`src/rtl/brpred_ctl.sv`:
```
module brpred_ctl #(
  parameter int AW         = 32,
  parameter int SW         = 16,
  parameter int DEPTH      = 16,
  parameter int RIW        = 4,
  parameter int CW         = 8,
  parameter int INST_BYTES = 4
) (
  input  logic           clk,
  input  logic           rst_n,
  input  logic           pred_valid,
  input  logic           is_uncond,
  input  logic           is_call,
  input  logic           is_ret,
  input  logic           is_direct,
  input  logic [AW-1:0]  pc,
  input  logic [SW-1:0]  seq_num,
  input  logic [AW-1:0]  dir_target,
  input  logic           dp_taken,
  input  logic           btb_hit,
  input  logic [AW-1:0]  btb_target,
  input  logic           ras_empty,
  input  logic [RIW-1:0] ras_top_idx,
  input  logic [AW-1:0]  ras_top_val,
  input  logic           commit_valid,
  input  logic [SW-1:0]  commit_seq,
  input  logic           squash_valid,
  input  logic [SW-1:0]  squash_seq,
  input  logic           mispred_valid,
  input  logic [SW-1:0]  mispred_seq,
  input  logic           mispred_taken,
  input  logic [AW-1:0]  mispred_target,
  output logic           pred_taken,
  output logic [AW-1:0]  pred_pc,
  output logic           stall,
  output logic           dp_uncond,
  output logic           dp_upd_valid,
  output logic [AW-1:0]  dp_upd_pc,
  output logic           dp_upd_taken,
  output logic           btb_upd_valid,
  output logic [AW-1:0]  btb_upd_pc,
  output logic [AW-1:0]  btb_upd_target,
  output logic           ras_push,
  output logic [AW-1:0]  ras_push_val,
  output logic           ras_pop,
  output logic           ras_restore,
  output logic [RIW-1:0] ras_restore_idx,
  output logic [AW-1:0]  ras_restore_val,
  output logic [CW-1:0]  mispred_cnt,
  output logic [CW-1:0]  ras_mispred_cnt
);

  // DEPTH is expected to be a power of two so the pointers wrap naturally.
  localparam int PW = $clog2(DEPTH);

  typedef enum logic [1:0] {S_IDLE, S_COMMIT, S_SQUASH, S_REPAIR} state_t;

  state_t st;

  logic [SW-1:0]  q_seq  [DEPTH];
  logic [AW-1:0]  q_pc   [DEPTH];
  logic           q_tk   [DEPTH];
  logic           q_ras  [DEPTH];
  logic           q_call [DEPTH];
  logic [RIW-1:0] q_ridx [DEPTH];
  logic [AW-1:0]  q_rval [DEPTH];

  logic [PW-1:0] head, tail;
  logic [PW:0]   cnt;

  logic [SW-1:0] walk_seq;
  logic          walk_fix;
  logic          walk_act;
  logic [AW-1:0] walk_tgt;

  logic [PW-1:0] young;
  logic          busy, full, any_req, fire;
  logic          dir_tk, take_ret, take_other, direct_call;
  logic [AW-1:0] tgt;
  logic          cmt_go, sq_go, rp_go;

  assign young   = tail - 1'b1;
  assign busy    = st != S_IDLE;
  assign full    = cnt == (PW+1)'(DEPTH);
  assign stall   = busy | full;
  assign any_req = mispred_valid | squash_valid | commit_valid;
  assign fire    = pred_valid & ~stall & ~any_req;

  assign dir_tk      = (is_uncond | dp_taken) & ~(is_ret & ras_empty);
  assign take_ret    = dir_tk & is_ret;
  assign take_other  = dir_tk & ~is_ret;
  assign direct_call = is_call & is_uncond & is_direct;
  assign pred_taken  = take_ret | (take_other & (direct_call | btb_hit));
  assign tgt         = is_ret ? ras_top_val : (direct_call ? dir_target : btb_target);
  assign pred_pc     = pred_taken ? tgt : pc + AW'(INST_BYTES);

  assign dp_uncond    = fire & is_uncond;
  assign ras_push     = fire & take_other & is_call;
  assign ras_push_val = pc;

  assign cmt_go = (st == S_COMMIT) && (cnt != '0) && (q_seq[head] <= walk_seq);
  assign sq_go  = (st == S_SQUASH) && (cnt != '0) && (q_seq[young] > walk_seq);
  assign rp_go  = (st == S_REPAIR) && (cnt != '0);

  assign dp_upd_valid   = cmt_go | rp_go;
  assign dp_upd_pc      = cmt_go ? q_pc[head] : q_pc[young];
  assign dp_upd_taken   = cmt_go ? q_tk[head] : walk_act;
  assign btb_upd_valid  = rp_go;
  assign btb_upd_pc     = q_pc[young];
  assign btb_upd_target = walk_tgt;

  assign ras_restore     = sq_go & q_ras[young];
  assign ras_restore_idx = q_ridx[young];
  assign ras_restore_val = q_rval[young];
  assign ras_pop         = (fire & take_ret) | (sq_go & ~q_ras[young] & q_call[young]);

  always_ff @(posedge clk) begin
    if (fire) begin
      q_seq[tail]  <= seq_num;
      q_pc[tail]   <= pc;
      q_tk[tail]   <= pred_taken;
      q_ras[tail]  <= take_ret;
      q_call[tail] <= take_other & is_call;
      q_ridx[tail] <= ras_top_idx;
      q_rval[tail] <= ras_top_val;
    end
  end

  always_ff @(posedge clk) begin
    if (!rst_n) begin
      st              <= S_IDLE;
      head            <= '0;
      tail            <= '0;
      cnt             <= '0;
      walk_seq        <= '0;
      walk_fix        <= 1'b0;
      walk_act        <= 1'b0;
      walk_tgt        <= '0;
      mispred_cnt     <= '0;
      ras_mispred_cnt <= '0;
    end else begin
      if (fire) begin
        tail <= tail + 1'b1;
        cnt  <= cnt + 1'b1;
      end
      if (cmt_go) begin
        head <= head + 1'b1;
        cnt  <= cnt - 1'b1;
      end
      if (sq_go || rp_go) begin
        tail <= young;
        cnt  <= cnt - 1'b1;
      end
      case (st)
        S_IDLE: begin
          if (mispred_valid) begin
            st          <= S_SQUASH;
            walk_seq    <= mispred_seq;
            walk_fix    <= 1'b1;
            walk_act    <= mispred_taken;
            walk_tgt    <= mispred_target;
            mispred_cnt <= mispred_cnt + 1'b1;
          end else if (squash_valid) begin
            st       <= S_SQUASH;
            walk_seq <= squash_seq;
            walk_fix <= 1'b0;
          end else if (commit_valid) begin
            st       <= S_COMMIT;
            walk_seq <= commit_seq;
          end
        end
        S_COMMIT: if (!cmt_go) st <= S_IDLE;
        S_SQUASH: if (!sq_go) st <= walk_fix ? S_REPAIR : S_IDLE;
        default: begin
          st <= S_IDLE;
          if (rp_go && q_ras[young]) ras_mispred_cnt <= ras_mispred_cnt + 1'b1;
        end
      endcase
    end
  end

endmodule

```
`config.mk`:
```
export PLATFORM = sky130hd
export DESIGN_NAME = brpred_ctl
export DESIGN_NICKNAME = d
export VERILOG_FILES = /design/src/rtl/brpred_ctl.sv
export SDC_FILE = /design/constraint.sdc
export NUM_CORES = 2
export LEC_CHECK = 0
export ABC_AREA = 0
export CORE_ASPECT_RATIO = 1.2
export CORE_UTILIZATION = 40
export CTS_BUF_LIST = sky130_fd_sc_hd__clkbuf_8
export CTS_CLUSTER_DIAMETER = 80
export DETAILED_ROUTE_END_ITERATION = 8
export GPL_TIMING_DRIVEN = 0
export PLACE_DENSITY = 0.6
export SYNTH_ARGS = -nofsm -noshare
export SYNTH_HDL_FRONTEND = slang
export SYNTH_SLANG_ARGS = --single-unit
```
`constraint.sdc`:
```
create_clock -name clk -period 21.5 [get_ports clk]
set_input_delay 2.15 -clock clk [delete_from_list [all_inputs] [get_ports clk]]
set_output_delay 2.15 -clock clk [all_outputs]
set_load 0.02 [all_outputs]
```
## Yosys cells after proc, flatten, opt, wreduce, memory -nomap -nowiden

Memory sizes are Yosys's and may differ from the RTL's. A register that Yosys moved wholly into a read port is not among the register bits.
Cells that the tools add are included.

- Add/sub/neg operators: 8
- Order comparisons: 2
- Equal/unequal tests: 7
- Multiplexer cells: 30
- Bitwise gates (word level): 31
- Reduce and logical (&&, ||, !) cells: 20

Operators by type and width:

| kind | number |
|---|---|
| 32-bit 2-to-1 mux | 4 |
| 16-bit 2-to-1 mux | 3 |
| 32-bit by 3-bit adder with 32-bit output (second input constant) | 1 |
| 4-bit 2-to-1 mux | 8 |
| 1-bit bitwise AND | 17 |
| 8-bit by 1-bit adder with 8-bit output (second input constant) | 2 |
| 16-bit greater-than comparator | 1 |
| 16-bit <= comparator | 1 |
| 5-bit 2-to-1 mux | 3 |
| 2-bit 2-to-1 mux | 6 |
| 4-bit by 1-bit adder with 4-bit output (second input constant) | 2 |
| 1-bit bitwise OR | 8 |
| 2-bit AND reduction | 4 |
| 1-bit logical AND | 6 |
| 1-bit NOT | 6 |
| 2-bit one-hot mux with 3 select lines | 1 |
| 2-bit nonzero test | 3 |
| 3-bit nonzero test | 2 |
| 5-bit by 1-bit adder with 5-bit output (second input constant) | 1 |
| 5-bit == test (second input constant) | 1 |
| 1-bit 2-to-1 mux | 5 |
| 5-bit nonzero test | 1 |
| 5-bit by 1-bit subtractor with 5-bit output (second input constant) | 1 |
| 2-bit == test (second input constant) | 2 |
| 8 further kinds | 9 |

- Bits in registers: 81
- RAM bits: 1,392
- Output and inout port bits: 221
- Word-level logic and storage cells: 115
- Memories kept: 7

Memories:

| memory | depth | bits a word | rd ports | clocked after Yosys merged registers in | write ports | RTL line | source |
|---|---|---|---|---|---|---|---|
| q_pc | 16 | 32 | 2 | 1 | 1 | 61 | `logic [AW-1:0] q_pc [DEPTH];` |
| q_rval | 16 | 32 | 1 | 0 | 1 | 66 | `logic [AW-1:0] q_rval [DEPTH];` |
| q_seq | 16 | 16 | 2 | 1 | 1 | 60 | `logic [SW-1:0] q_seq [DEPTH];` |
| q_ridx | 16 | 4 | 1 | 0 | 1 | 65 | `logic [RIW-1:0] q_ridx [DEPTH];` |
| q_call | 16 | 1 | 1 | 0 | 1 | 64 | `logic q_call [DEPTH];` |
| q_ras | 16 | 1 | 1 | 0 | 1 | 63 | `logic q_ras [DEPTH];` |
| +1 memories | - | - | - | - | - | - |  |

## Logic depth before layout (Yosys ltp)

- Depth in word-level cells: 8
- Mapped depth: 21
- Mapped depth without buffers: 13

## Least setup slack after synthesis

No wires, ideal clock.

- Path type: input -> register
- Start point: in mispred_valid
- End point: mem q_call[1], enable pin
- Arrival: 9.226 ns
- Required time: 20.861 ns
- Path slack: 11.635 ns
- Stages: 7
- Cells stage by stage: clkbuf_1 nor3_1 and3_1 buf_2 clkbuf_1 nand2_1 nor3_1

- Longest elaborated chain between the ends: 6

Ends and longest elaborated chain:

| what | RTL line | source |
|---|---|---|
| start, declared | 29 | `input logic mispred_valid,` |
| 1-bit bitwise OR (2 in a row) | 86 | `assign any_req = mispred_valid \| squash_valid \| commit_valid;` |
| 1-bit NOT | 87 | `assign fire = pred_valid & ~stall & ~any_req;` |
| 1-bit bitwise AND | 87 |  |
| 1-bit 2-to-1 mux | 118 | `if (fire) begin` |
| 1-bit 2-to-1 mux (implied by the code) | 123 | `q_call[tail] <= take_other & is_call;` |
| end, declared | 64 |  |

Every way passes these cells.

## Worst setup path after layout

- Start point: reg tail[0]
- End point: out ras_pop

- Longest elaborated chain between the ends: 7
- Elaborated cells on any way between the ends: 10
- Those cells by class: add/sub: 1; order compare: 1; bitwise: 4; reduce/logical: 1; memory: 3

Ends and longest elaborated chain:

| what | RTL line | source |
|---|---|---|
| start, declared | 68 | `logic [PW-1:0] head, tail;` |
| start signal, assigned | 143 | `tail <= tail + 1'b1;` |
| start signal, assigned | 151 | `tail <= young;` |
| 4-bit by 1-bit subtractor with 4-bit output (*) | 82 | `assign young = tail - 1'b1;` |
| memory 16 x 16 bit | - |  |
| 16-bit greater-than comparator | 102 | `assign sq_go = (st == S_SQUASH) && (cnt != '0) && (q_seq[young] > walk_seq);` |
| 1-bit logical AND | 102 |  |
| 1-bit bitwise AND | 115 | `assign ras_pop = (fire & take_ret) \| (sq_go & ~q_ras[young] & q_call[young]);` |
| 1-bit bitwise AND (*) | 115 |  |
| 1-bit bitwise OR (*) | 115 |  |
| end, declared | 45 | `output logic ras_pop,` |

Mark *: on every way between the ends. The rest lies on a longest branch, timed or not.

==> impl_results.md <==
* Via count at 37,270
* Largest stage delay, worst path at 1.05 ns
* EDFF count, synth at 1,392
* Quantity of gates resized following cts at 0
* Iteration count of the initial detailed-routing pass at 7
* Worst path most repeated cell: buf_2
* CTS Buffer Depth at 3
* Hpwl dp at 139.0 mm
* Chip width at 369.8 um
* Avg Inst Size Synth at 20.65 sq um
* DRC violations left at 86
* Largest net degree at the start of global routing at 27
* Leading register cell type out of synthesis: edfxtp_1
* Pwr Density at 125.9 mW/mm^2
* Gr usage total at 24.80%
* CTS buffer count at 228
* Placed cell area at 0.07408 sq mm
* Required time of the critical path at 19.35 ns
* Max_cap viols at 0
* Slowest stage cell, crit path: clkbuf_1
* LEAKAGE at 24.74 nW
* Failing checks: design-rule violations
* Post-CTS Setup Bufs at 0
* Yosys warns at 0
* Seq/Total Area, Yosys at 67.00%
* Share of post-route cells with drive strength above 1 at 28.59%
* Placed Cells incl. Taps at 5,836
* Die area at 0.1640 sq mm
* Worst VDD drop at 0.0001090 V
* # clock sinks at 1,477
* Routed WL at 204.8 mm
* Starting Density at 40.39%
* Synth unique cells at 60
* Worst setup SP type: register
* Crit Path Max Fanout at 10
* Crit. End Element: primary output
* Clock skew at 0.04513 ns
* Fmax at 86.72 MHz
* RSZ-0062 raised after global routing: false
* Final Non-Filler Cells at 6,252
* Routability Congestion at 0.8231
* Slew Limit Fails at 0
* Net Count, Synth at 3,430
* Final net count at 4,232
* Die H at 443.4 um
* Core area at 0.1608 sq mm
* Rel. slew slack at 9.499%
* Crit path time final at 11.53 ns
* Cell Rows at 161
* CTS tree: yes
* Fin area at 0.07834 sq mm
* Status: finished with violations
* WP data arrival at 9.38 ns
* Worst Setup Path Type: reg2out
* Yosys reg bits at 1,477
* Setup TNS at 0 ns
* CP Cell Sequence: buf_6 > buf_8 > buf_2 > buf_2 > inv_1 > ha_1 > buf_2 > buf_2 > clkbuf_1 > clkbuf_1 > mux4_2 > mux4_2 > ha_1 > nand4_1 > nor4_1 > o21ai_1 > a31oi_2 > a32o_1 > clkdlybuf4s50_1
* First-pass GRT wire length at 282.6 mm
* Final hold violation count at 0
* Post-synthesis cell count at 3,145
* DR vias/cell at 5.961
* DR iter-0 viols at 4,498
* Skew-Pair Late Insertion Delay at 0.99 ns
* I/O Buffers at 461
* HP Class: reg2reg
* Post-detailed-route count of antenna-violating nets at 0
* Clk Tree Root Cell: clkbuf_8
* Initial antenna violation count at 17
* FFs w/ async S/R, synth at 0%
* IO Pins at 463
* Slew @ Worst Pin at 1.358 ns
* Post-Syn Area at 0.06493 sq mm
* Final Cycle Share at 53.63%
* Final setup viols at 0
* Vias in the first global route at 37,580
* Global route overflow at 0
* DR WL/cell at 32.76 um
* H-Tree Depth at 4
* Hold-fix buffer count after cts at 0
* Overall power at 9.863 mW
* Layout area overhead at 20.65%
* Clock slew at reported path FFs at 0.06 ns
* Fill count at 13,310
## synthesized netlist by cell type, drive strengths merged (2+ instances only)
master	n	area [sq um]
dfxtp	85	1702
a31oi	4	31.28
nor4	4	25.02
clkbuf	107	401.6
nand3	21	105.1
and4	4	35.03
a311oi	3	26.28
and3	18	112.6
mux4	673	15370
ha	43	538.0
a211oi	3	22.52
a21oi	74	370.4
xor2	25	219.0
and2	4	25.02
nand4	17	106.4
nor3b	4	30.03
xnor2	23	209.0
nor3	11	55.05
mux2i	52	520.5
nor2b	3	18.77
a21o	5	37.54
nor2	53	209.0
inv	30	112.6
or2	2	12.52
o211ai	3	22.52
mux2	37	514.2
nand2b	4	25.02
o21ai	90	454.2
or3	2	12.51
edfxtp	1392	41800
nand2	209	784.5
buf	127	898.4
## cell families after synthesis
group	share of synthesized area, %
adders and majority gates	0.8286
xor gates and xnor gates	0.6590
DFF	67.00
AOI/OAI and AO/OA	1.644
muxes	25.27
and+or+nand+nor	2.424
buffers and inverters	2.176
## registers in the layout, indices dropped and copies added, names as in the netlist, 16 cells and up, named ones only
| register | flops |
|---|---|
| btb_upd_target | 32 |
| q_call | 16 |
| q_pc | 512 |
| q_ras | 16 |
| q_ridx | 64 |
| q_rval | 512 |
| q_seq | 256 |
| q_tk | 16 |
| walk_seq | 16 |
## worst max-delay path, delay by kind of cell, from the launching register on
family | cells | cell delay [ns]
compound gates | 3 | 1.07
fa+ha+maj | 2 | 0.69
buf+inv | 10 | 4.75
flops | 1 | 0.41
mux | 2 | 0.93
simple gates | 2 | 0.53
## layout by cell type, fill, tap and decap left out, drive strengths merged, types with 4 or more instances in the layout
| cell | n |
|---|---|
| a21o | 5 |
| a21oi | 74 |
| a31oi | 4 |
| and2 | 4 |
| and3 | 18 |
| and4 | 4 |
| buf | 238 |
| bufinv | 10 |
| clkbuf | 340 |
| clkdlybuf4s50 | 461 |
| clkinv | 83 |
| dfxtp | 85 |
| diode | 9 |
| edfxtp | 1392 |
| ha | 43 |
| inv | 108 |
| mux2 | 37 |
| mux2i | 52 |
| mux4 | 673 |
| nand2 | 209 |
| nand2b | 4 |
| nand3 | 21 |
| nand4 | 17 |
| nor2 | 53 |
| nor3 | 11 |
| nor3b | 4 |
| nor4 | 4 |
| o21ai | 90 |
| xnor2 | 23 |
| xor2 | 25 |
## final cells by class
class / count / area (sq um) / share of cell area, %
flip-flops and latches: 1477 / 43500 / 55.53
multi-input cells: 1404 / 20140 / 25.71
repair buffers: 572 / 6374 / 8.136
clock buffers: 233 / 3207 / 4.094
well taps: 2119 / 2651 / 3.384
plain buffers: 234 / 1301 / 1.661
clock inverters: 174 / 1031 / 1.316
inverters: 30 / 112.6 / 0.1437
diodes: 9 / 22.52 / 0.02875
## per-stage QoR
| stage | hold slack, ns | util [%] | setup WS, ns |
|---|---|---|---|
| detailed placement | 0.4469 | 46.08 | 10.97 |
| global placement | 0.4422 | 44.91 | 0.3699 |
| global route | 0.4675 | 48.73 | 9.595 |
| finish | 0.4532 | 48.73 | 9.969 |
| CTS | 0.4554 | 48.72 | 9.866 |
| floorplan | 0.4329 | - | 11.63 |
## power breakdown
part | internal (mW) | switching (mW)
clock network | 1.12 | 1.11
logic | 1.97 | 2.46
registers | 3.18 | 0.0198
total | 6.28 | 3.59
## path summary, 6_finish.rpt
kind | slack, ns | start | cells past startpoint | to
hold / removal | 0.45 | btb_upd_target[15] | 2 | btb_upd_target[15]
setup reg to reg | 13.33 | tail[0] | 20 | cnt[3]
hold reg to reg | 0.45 | btb_upd_target[15] | 2 | btb_upd_target[15]
setup / recovery | 9.97 | tail[0] | 19 | ras_pop
## routing by layer
layer | wire length, um | vias to the layer above | global-route usage, %
li1 | - | 14980 | -
met1 | 79130 | 19940 | 32.71
met2 | 101800 | 2086 | 41.13
met3 | 18840 | 273 | 5.554
met4 | 5029 | 0 | 7.058
met5 | 0 | - | 0
(Power assumes the default switching activity.)
